## config.mk

```make
export PLATFORM = sky130hd
export DESIGN_NAME = xlate_walker
export DESIGN_NICKNAME = d
export VERILOG_FILES = /design/src/rtl/xw_pkg.sv /design/src/rtl/xw_index_split.sv /design/src/rtl/xw_entry_decode.sv /design/src/rtl/xw_walk_ctrl.sv /design/src/rtl/xlate_walker.sv
export SDC_FILE = /design/constraint.sdc
export NUM_CORES = 1
export LEC_CHECK = 0
export ABC_AREA = 1
export BUFFER_PORTS_ARGS = -buffer_cell sky130_fd_sc_hd__clkbuf_2
export CAP_MARGIN = 20
export CELL_PAD_IN_SITES_DETAIL_PLACEMENT = 0
export CELL_PAD_IN_SITES_GLOBAL_PLACEMENT = 1
export CORE_UTILIZATION = 30
export CTS_CLUSTER_DIAMETER = 200
export DETAILED_ROUTE_END_ITERATION = 10
export GPL_TIMING_DRIVEN = 0
export PLACE_DENSITY = 0.81
export SLEW_MARGIN = 20
export SYNTH_ARGS = -nofsm -noshare
export SYNTH_HDL_FRONTEND = slang
export SYNTH_SLANG_ARGS = --single-unit
```

## constraint.sdc

```tcl
create_clock -name clk -period 1.4 [get_ports clk]
set_input_delay 0.28 -clock clk [delete_from_list [all_inputs] [get_ports clk]]
set_output_delay 0.28 -clock clk [all_outputs]
set_load 0.02 [all_outputs]
```

## src/rtl/xw_pkg.sv

```systemverilog
package xw_pkg;

   typedef enum logic [2:0] {
      ST_IDLE   = 3'd0,
      ST_RD_DIR = 3'd1,
      ST_RD_PTE = 3'd2,
      ST_DONE   = 3'd3,
      ST_FAULT  = 3'd4
   } xw_state_e;

   typedef enum logic [1:0] {
      FLT_NONE   = 2'd0,
      FLT_DIR    = 2'd1,
      FLT_EMPTY  = 2'd2,
      FLT_ABSENT = 2'd3
   } xw_fault_e;

endpackage

```

## src/rtl/xw_index_split.sv

```systemverilog
module xw_index_split #(
   parameter int ADDR_W = 32,
   parameter int IDX_W  = 10,
   parameter int OFF_W  = 12,
   parameter int LEVELS = 2
) (
   input  logic [ADDR_W-1:0]             vaddr,
   output logic [LEVELS-1:0][IDX_W-1:0]  idx,
   output logic [OFF_W-1:0]              off
);

   // level 0 is the directory and takes the uppermost index field
   for (genvar lv = 0; lv < LEVELS; lv++) begin : g_level
      localparam int TOP = ADDR_W - 1 - lv * IDX_W;
      assign idx[lv] = vaddr[TOP -: IDX_W];
   end

   assign off = vaddr[OFF_W-1:0];

endmodule

```

## src/rtl/xw_entry_decode.sv

```systemverilog
module xw_entry_decode #(
   parameter int ENT_W       = 32,
   parameter int OFF_W       = 12,
   parameter int PRESENT_BIT = 0
) (
   input  logic [ENT_W-1:0]        entry,
   output logic [ENT_W-OFF_W-1:0]  frame,
   output logic                    present,
   output logic                    empty
);

   assign frame   = entry[ENT_W-1:OFF_W];
   assign present = entry[PRESENT_BIT];
   assign empty   = (entry == '0);

endmodule

```

## src/rtl/xw_walk_ctrl.sv

```systemverilog
module xw_walk_ctrl
   import xw_pkg::*;
#(
   parameter int ADDR_W    = 32,
   parameter int IDX_W     = 10,
   parameter int OFF_W     = 12,
   parameter int ENT_SH    = 2,
   parameter int PG_BIT    = 31,
   parameter bit BYPASS_EN = 1'b1
) (
   input  logic                      clk,
   input  logic                      rst_n,
   input  logic                      req_valid,
   output logic                      req_ready,
   input  logic [ADDR_W-1:0]         req_vaddr,
   input  logic [31:0]               req_ctrl,
   input  logic [ADDR_W-1:0]         req_base,
   output logic                      mem_req_valid,
   input  logic                      mem_req_ready,
   output logic [ADDR_W-1:0]         mem_req_addr,
   input  logic                      mem_rsp_valid,
   input  logic                      ent_present,
   input  logic                      ent_empty,
   input  logic [ADDR_W-OFF_W-1:0]   ent_frame,
   input  logic [IDX_W-1:0]          idx_dir,
   input  logic [IDX_W-1:0]          idx_tbl,
   input  logic [OFF_W-1:0]          pg_off,
   output logic [ADDR_W-1:0]         va_q,
   output logic                      rsp_valid,
   output logic [ADDR_W-1:0]         rsp_paddr,
   output logic                      rsp_fault,
   output logic [1:0]                rsp_code
);

   localparam int FRM_W = ADDR_W - OFF_W;

   xw_state_e            state_q;
   logic                 issued_q;
   logic [FRM_W-1:0]     base_frm_q;
   logic [FRM_W-1:0]     pde_frm_q;
   logic [ADDR_W-1:0]    paddr_q;
   xw_fault_e            code_q;
   logic                 walk_now;
   logic                 accept;
   logic                 rsp_in;
   logic                 unused_inputs;

   assign unused_inputs = ^{req_ctrl, req_base[OFF_W-1:0]};

   // paging-enable bypass present or stripped out at elaboration
   if (BYPASS_EN) begin : g_bypass
      assign walk_now = req_ctrl[PG_BIT];
   end else begin : g_always_walk
      assign walk_now = 1'b1;
   end

   assign req_ready     = (state_q == ST_IDLE);
   assign accept        = req_valid && req_ready;
   assign mem_req_valid = ((state_q == ST_RD_DIR) || (state_q == ST_RD_PTE)) && !issued_q;
   assign rsp_in        = issued_q && mem_rsp_valid;

   always_comb begin
      if (state_q == ST_RD_PTE) begin
         mem_req_addr = {pde_frm_q, idx_tbl, {ENT_SH{1'b0}}};
      end else begin
         mem_req_addr = {base_frm_q, idx_dir, {ENT_SH{1'b0}}};
      end
   end

   always_ff @(posedge clk) begin
      if (!rst_n) begin
         state_q    <= ST_IDLE;
         issued_q   <= 1'b0;
         va_q       <= '0;
         base_frm_q <= '0;
         pde_frm_q  <= '0;
         paddr_q    <= '0;
         code_q     <= FLT_NONE;
      end else begin
         case (state_q)
            ST_IDLE: begin
               issued_q <= 1'b0;
               if (accept) begin
                  va_q       <= req_vaddr;
                  base_frm_q <= req_base[ADDR_W-1:OFF_W];
                  code_q     <= FLT_NONE;
                  if (walk_now) begin
                     state_q <= ST_RD_DIR;
                  end else begin
                     paddr_q <= req_vaddr;
                     state_q <= ST_DONE;
                  end
               end
            end
            ST_RD_DIR: begin
               if (mem_req_valid && mem_req_ready) begin
                  issued_q <= 1'b1;
               end
               if (rsp_in) begin
                  issued_q <= 1'b0;
                  if (!ent_present) begin
                     code_q  <= FLT_DIR;
                     state_q <= ST_FAULT;
                  end else begin
                     pde_frm_q <= ent_frame;
                     state_q   <= ST_RD_PTE;
                  end
               end
            end
            ST_RD_PTE: begin
               if (mem_req_valid && mem_req_ready) begin
                  issued_q <= 1'b1;
               end
               if (rsp_in) begin
                  issued_q <= 1'b0;
                  if (ent_empty) begin
                     code_q  <= FLT_EMPTY;
                     state_q <= ST_FAULT;
                  end else if (!ent_present) begin
                     code_q  <= FLT_ABSENT;
                     state_q <= ST_FAULT;
                  end else begin
                     paddr_q <= {ent_frame, pg_off};
                     state_q <= ST_DONE;
                  end
               end
            end
            ST_DONE, ST_FAULT: begin
               state_q <= ST_IDLE;
            end
            default: state_q <= ST_IDLE;
         endcase
      end
   end

   assign rsp_valid = (state_q == ST_DONE) || (state_q == ST_FAULT);
   assign rsp_fault = (state_q == ST_FAULT);
   assign rsp_paddr = paddr_q;
   assign rsp_code  = code_q;

   // a stalled read keeps its address
   p_hold_req_r10: assert property (@(posedge clk) disable iff (!rst_n)
      (mem_req_valid && !mem_req_ready) |=> (mem_req_valid && $stable(mem_req_addr)));

   // response lasts one cycle
   p_pulse_r12: assert property (@(posedge clk) disable iff (!rst_n)
      rsp_valid |=> !rsp_valid);

   // code agrees with fault flag
   p_code_match_r12: assert property (@(posedge clk) disable iff (!rst_n)
      rsp_valid |-> (rsp_fault == (rsp_code != 2'd0)));

   // an idle block issues nothing and reports nothing
   p_idle_quiet_r9: assert property (@(posedge clk) disable iff (!rst_n)
      req_ready |-> (!mem_req_valid && !rsp_valid));

   // bypass result one cycle after acceptance
   p_bypass_r2: assert property (@(posedge clk) disable iff (!rst_n)
      (BYPASS_EN && req_valid && req_ready && !req_ctrl[PG_BIT]) |=>
         (rsp_valid && !rsp_fault && rsp_paddr == $past(req_vaddr)));

   // first read formed from captured base and directory index
   p_dir_addr_r3: assert property (@(posedge clk) disable iff (!rst_n)
      (req_valid && req_ready && (!BYPASS_EN || req_ctrl[PG_BIT])) |=>
         (mem_req_valid && mem_req_addr ==
            {$past(req_base[ADDR_W-1:OFF_W]), $past(req_vaddr[ADDR_W-1 -: IDX_W]),
             {ENT_SH{1'b0}}}));

endmodule

```

## src/rtl/xlate_walker.sv

```systemverilog
module xlate_walker #(
   parameter int ADDR_W      = 32,
   parameter int IDX_W       = 10,
   parameter int OFF_W       = 12,
   parameter int ENT_BYTES   = 4,
   parameter int PRESENT_BIT = 0,
   parameter int PG_BIT      = 31,
   parameter bit BYPASS_EN   = 1'b1
) (
   input  logic               clk,
   input  logic               rst_n,
   input  logic               req_valid,
   output logic               req_ready,
   input  logic [ADDR_W-1:0]  req_vaddr,
   input  logic [31:0]        req_ctrl,
   input  logic [ADDR_W-1:0]  req_base,
   output logic               mem_req_valid,
   input  logic               mem_req_ready,
   output logic [ADDR_W-1:0]  mem_req_addr,
   input  logic               mem_rsp_valid,
   input  logic [ADDR_W-1:0]  mem_rsp_data,
   output logic               rsp_valid,
   output logic [ADDR_W-1:0]  rsp_paddr,
   output logic               rsp_fault,
   output logic [1:0]         rsp_code
);

   localparam int LEVELS = 2;
   localparam int ENT_SH = $clog2(ENT_BYTES);
   localparam int FRM_W  = ADDR_W - OFF_W;

   if (ADDR_W != LEVELS * IDX_W + OFF_W) begin : g_bad_split
      $error("address width must equal two indices plus the offset");
   end
   if (OFF_W != IDX_W + ENT_SH) begin : g_bad_table
      $error("one table of entries must fill exactly one page");
   end
   if ((1 << ENT_SH) != ENT_BYTES) begin : g_bad_entry
      $error("entry size must be a power of two");
   end
   if (PRESENT_BIT >= OFF_W || PG_BIT > 31) begin : g_bad_bits
      $error("flag bit positions out of range");
   end

   logic [ADDR_W-1:0]            va_q;
   logic [LEVELS-1:0][IDX_W-1:0] idx;
   logic [OFF_W-1:0]             pg_off;
   logic [FRM_W-1:0]             ent_frame;
   logic                         ent_present;
   logic                         ent_empty;

   xw_index_split #(
      .ADDR_W (ADDR_W),
      .IDX_W  (IDX_W),
      .OFF_W  (OFF_W),
      .LEVELS (LEVELS)
   ) u_split (
      .vaddr (va_q),
      .idx   (idx),
      .off   (pg_off)
   );

   xw_entry_decode #(
      .ENT_W       (ADDR_W),
      .OFF_W       (OFF_W),
      .PRESENT_BIT (PRESENT_BIT)
   ) u_decode (
      .entry   (mem_rsp_data),
      .frame   (ent_frame),
      .present (ent_present),
      .empty   (ent_empty)
   );

   xw_walk_ctrl #(
      .ADDR_W    (ADDR_W),
      .IDX_W     (IDX_W),
      .OFF_W     (OFF_W),
      .ENT_SH    (ENT_SH),
      .PG_BIT    (PG_BIT),
      .BYPASS_EN (BYPASS_EN)
   ) u_ctrl (
      .clk           (clk),
      .rst_n         (rst_n),
      .req_valid     (req_valid),
      .req_ready     (req_ready),
      .req_vaddr     (req_vaddr),
      .req_ctrl      (req_ctrl),
      .req_base      (req_base),
      .mem_req_valid (mem_req_valid),
      .mem_req_ready (mem_req_ready),
      .mem_req_addr  (mem_req_addr),
      .mem_rsp_valid (mem_rsp_valid),
      .ent_present   (ent_present),
      .ent_empty     (ent_empty),
      .ent_frame     (ent_frame),
      .idx_dir       (idx[0]),
      .idx_tbl       (idx[1]),
      .pg_off        (pg_off),
      .va_q          (va_q),
      .rsp_valid     (rsp_valid),
      .rsp_paddr     (rsp_paddr),
      .rsp_fault     (rsp_fault),
      .rsp_code      (rsp_code)
   );

endmodule

```

== Yosys cells after proc, flatten, opt, wreduce, memory -nomap -nowiden ==
Cells that the tools add are included.

* Register bits: 110
* Latch bits: 0
* RAM bits: 0
* ROM bits: 0
* Output and inout bits: 70
* Word-level logic and storage cells: 64
* Memories: 0

* $add $sub $neg: 0
* $mul: 0
* Div/mod/pow operators: 0
* Magnitude comparators: 0
* Equal/unequal tests: 13
* Shift-type cells: 0
* Multiplexer cells: 25
* Bitwise logic cells: 0
* Reduce and logical (&&, ||, !) cells: 19

{| class="wikitable"
|+ Operators with widths
! operator !! count
|-
| 32-bit two-way mux || 6
|-
| 32-bit one-hot mux with 2 select lines || 1
|-
| 32-bit zero test || 1
|-
| 3-bit two-way mux || 6
|-
| 2-bit two-way mux || 7
|-
| 6-bit AND reduction || 2
|-
| 2-bit != test, second input constant || 5
|-
| 3-bit one-hot mux with 3 select lines || 1
|-
| 3-bit by 2-bit equality test with 1-bit output, second input constant || 2
|-
| 2-bit one-hot mux with 3 select lines || 1
|-
| 3-bit AND reduction || 2
|-
| 1-bit logical AND || 4
|-
| 2-bit by 1-bit != test with 1-bit output, second input constant || 2
|-
| 2-bit AND reduction || 2
|-
| 2-bit nonzero test || 2
|-
| 3-bit by 1-bit equality test with 1-bit output, second input constant || 1
|-
| 3-bit equality test, second input constant || 1
|-
| 3-bit zero test || 1
|-
| 3-bit by 1-bit != test with 1-bit output, second input constant || 1
|-
| 3-bit != test, second input constant || 1
|-
| 3-bit nonzero test || 1
|-
| 1-bit logical OR || 2
|-
| 1-bit two-way mux || 2
|-
| 1-bit one-hot mux with 2 select lines || 1
|-
| other kinds (2) || 2
|}

== Logic depth before layout (Yosys ltp) ==
* Depth after elaboration: 7
* Gate-level depth with buffers: 10
* Gate-level depth less buffers: 10

== Hierarchy ==
Synthesis repeated with hierarchy kept, for this count alone.

* Cell total of the unflattened synthesis: 780
* Area total of the unflattened synthesis: 5305.1 um2

{| class="wikitable"
|+ Modules (own cells, without submodules)
! module !! times used !! cells each !! area an instance (um2)
|-
| xw_walk_ctrl || 1 || 696 || 4790.8
|-
| xw_entry_decode || 1 || 52 || 274.0
|-
| xw_index_split || 1 || 32 || 240.2
|}

== Worst setup path before layout ==
No wires, ideal clock.

* Path type: flip-flop to output port
* Start: register u_ctrl.state_q[1]
* End: output port mem_req_addr[2]
* Arrival time: 1.471 ns
* Required time: 1.120 ns
* Path slack: -0.351 ns
* Stages on the path, launching flop included: 6
* Buffers on the path: 3
* Cells stage by stage: dfxtp_1 -> nand3_2 -> buf_4 -> buf_2 -> buf_2 -> o21ai_0

* Longest elaborated chain between the ends: 2

{| class="wikitable"
|+ RTL lines
! what !! line !! RTL
|-
| from (decl) || xw_walk_ctrl.sv:37 || <nowiki>xw_state_e state_q;</nowiki>
|-
| from (signal assigned) || xw_walk_ctrl.sv:72 || <nowiki>state_q <= ST_IDLE;</nowiki>
|-
| from (signal assigned) || xw_walk_ctrl.sv:88 || <nowiki>state_q <= ST_RD_DIR;</nowiki>
|-
| from (signal assigned) || xw_walk_ctrl.sv:91 || <nowiki>state_q <= ST_DONE;</nowiki>
|-
| 3-bit by 2-bit equality test with 1-bit output || xw_walk_ctrl.sv:63 || <nowiki>if (state_q == ST_RD_PTE) begin</nowiki>
|-
| 32-bit two-way mux || xw_walk_ctrl.sv:63 ||
|-
| to (decl) || xlate_walker.sv:19 || <nowiki>output logic [ADDR_W-1:0] mem_req_addr,</nowiki>
|}

No other way between the ends.

== Worst setup path after layout ==
* Start: register u_ctrl.state_q[2]
* End: output port mem_req_addr[3]

Same word-level chain as after synthesis.

==> metrics.txt <==
routed length per instance=17.2 um; crit end category=output pin; cell area after layout=9650 sq um; Crit Reg-Reg Endpoint=u_ctrl.rsp_paddr[19]; worst hold stages=2; Cell Pwr Density=2330 nW/um^2; Netlist cell types=26; max incr delay on CP=340 ps; Reg-to-Reg Start=u_ctrl.state_q[0]; relative slew slack=48.3%; Core ar.=16600 sq um; pre-CTS setup slack=-399 ps; number of clock sinks=110; area grow syn2layout=88.4%; placed instance area=6590 sq um; vias in the first global route=5744; FP Rows=47; cell taking the most area after synthesis=dfxtp_1; clk root buf=clkbuf_16; number of placed instances, taps included=1138; type of the worst setup path=flip-flop to output pin; ANT nets after route=0; startpoint types=flip-flop; Crit-path slowest cell=dfxtp_2; Synth top area share=43.0%; GRT Overall Usage=22.7%; post-synthesis mux area share=0%; max frequency=0.523 GHz; main area contributors after synthesis=dfxtp_1 43%, o21ai_0 11%, nand2_1 11%, a21oi_1 9.4%, nor2_1 6.4%; actual slew at the worst max-slew pin=776 ps; worst clock skew=9.61 ps; CP arrival=1630 ps; failing checks=setup timing; Syn Inst Count=761; Synth Area in Adders=0%; WL final=21000 um; initial drt markers=360; final net count=1131; hpwl dp=12900 um; MaxCap Viol Count=0; final hold violation count=0; Final Non-Filler Cells=1223; Fill cells=1420; Final WS setup=-514 ps; Reg2Reg Depth=12; status=finished with violations; Synth Area in XOR/XNOR=0%; hold_buf cts=0; final critical-path share of the clock period=137%; total power=22.5 mW; Worst Setup SP=u_ctrl.state_q[2]; post-synthesis sequential area ratio=43.0%; Max IR drop VDD=0.00125 V; Yosys reg bits=110; Setup crit end=mem_req_addr[3]; Vias/cell=4.87; pin count of the biggest net entering global routing=17; first-pass GRT wire length=30600 um; critical path, cell by cell=inv_2 > nand3_4 > buf_6 > buf_12 > clkbuf_16 > o21ai_4 > buf_8; fraction of layout cells with a size suffix above 1=53.9%; Post-Syn Area=5120 sq um; Die Width=133 um; Setup Viol. Count Final=143; Worst-path clk slew=80 ps; Worst Path Required=1120 ps; Die Y-Extent=133 um; static leakage=4.35 nW; worst skew pair latency=360 ps; YS warnings=0; # H-tree levels=3; min cycle time layout=1910 ps; Top Ports=203; die area=17600 sq um; simple-gate area share of the yosys netlist=23.3%; type of the worst min-delay path=input port to flip-flop; clk buf depth=2; DR DRC count=0; main combinational cell family by area after synthesis=simple AND/OR/NAND/NOR gates; Avg Cell Area, Syn=6.73 sq um; grt ovf=0; drt pass-1 iters=5; reg2reg setup slack=-360 ps; Ant. Diodes=0; GPL Wtd Cong=0.827; setup TNS=-46300 ps; Port Buffer Count=156; total number of vias=5957; Synth Area in Compound Gates=21.4%; cts bufs inserted=9; RSZ-0062 raised after global routing=yes; Max Fanout on Critical Path=9; CTS tree=built; Initial Util=30.8%; antenna violations before repair=1; max-slew violation count=0
==> layout by cell type (no fill, tap or decap), types with 14 or more instances in the layout <==
master | synthesis | layout
dfxtp_1 | 110 | 107
nand2_1 | 150 | 104
nand3_1 | 47 | 19
o21ai_2 | 1 | 39
buf_8 | 0 | 48
nor2_1 | 87 | 65
nor2_4 | 1 | 17
o21ai_4 | 0 | 39
nand2_2 | 3 | 19
o21ai_0 | 113 | 33
buf_12 | 0 | 14
nand3_2 | 1 | 27
buf_6 | 6 | 36
nand2_4 | 1 | 29
a21oi_2 | 0 | 60
clkbuf_16 | 0 | 19
buf_4 | 3 | 24
a21oi_1 | 96 | 32
clkbuf_2 | 0 | 125
inv_1 | 83 | 81
==> kinds of logic after synthesis <==
logic type,count (synthesis)
AOI/OAI and AO/OA,214
other,1
buffers and inverters,144
DFF,110
and+or+nand+nor,292
==> where the power goes <==
part / switching [mW] / internal, mW
Clock: 1.22 / 1.44
Combinational: 7.95 / 7.23
Sequential: 0.567 / 4.11
Total: 9.74 / 12.8
==> how the worst min path moves through the flow <==
stage	from	to	slack, ps
2_1_floorplan	mem_rsp_data[0]	u_ctrl.state_q[2]	350
6_report	mem_rsp_data[0]	u_ctrl.state_q[2]	150
5_1_grt	mem_rsp_data[0]	u_ctrl.state_q[2]	170
4_1_cts	mem_rsp_data[0]	u_ctrl.state_q[2]	140
3_3_place_gp	u_ctrl.va_q[9]	u_ctrl.va_q[9]	430
3_5_place_dp	u_ctrl.va_q[6]	u_ctrl.va_q[6]	440
==> layer usage <==
layer	vias up	part of all wire, %	global-route usage, %
met1	2787	43	28.4
li1	2917	-	-
met2	214	49	38.9
met4	0	2.3	5.43
met5	-	0	0
met3	39	6.4	5.79
==> per-stage QoR <==
stage                     hold slack, ps  util [%]
after floorplan                      353         -
after global placement               434      39.6
after detailed placement             441      39.6
after CTS                            145      53.3
after global routing                 165      58.0
final                                150      58.0
==> cell usage after synthesis (all sizes together) <==
library cell,count
a211oi,1
conb,1
nand2,154
a21oi,97
nor2,89
o21ai,115
buf,36
dfxtp,110
nor3,1
clkbuf,18
clkinv,1
nand3,48
inv,89
o211ai,1
==> flip-flops by register name, summed over array words and instances (netlist names) <==
register,count
u_ctrl.state_q,3
u_ctrl.pde_frm_q,20
u_ctrl.rsp_code,2
u_ctrl.issued_q,1
u_ctrl.va_q,32
u_ctrl.rsp_paddr,32
u_ctrl.base_frm_q,20
==> layout make-up <==
| class | count | area [sq um] | share of cell area [%] |
|---|---|---|---|
| multi-input cells | 510 | 3770 | 39.0 |
| plain buffers | 52 | 662 | 6.86 |
| clock inverters | 3 | 43.8 | 0.454 |
| repair buffers | 225 | 2090 | 21.6 |
| clock buffers | 13 | 250 | 2.59 |
| well taps | 220 | 275 | 2.85 |
| flip-flops and latches | 110 | 2210 | 22.9 |
| inverters | 90 | 355 | 3.68 |
==> critical path: cells and delay by family, from the launching register on <==
kind / cells / cell delay [ps]
AOI/OAI and AO/OA: 1 / 150
buffers and inverters: 5 / 660
DFF: 1 / 340
and+or+nand+nor: 1 / 110
==> what timing repair did <==
item | in CTS | in global routing
gates resized for setup | 386 | 207
hold endpoints to repair | 0 | 0
cloned | 25 | 4
setup endpoints to repair | 138 | 144
setup buffers | 40 | 10
pin swaps | 43 | 50
Power figures use the tool's default switching activity.
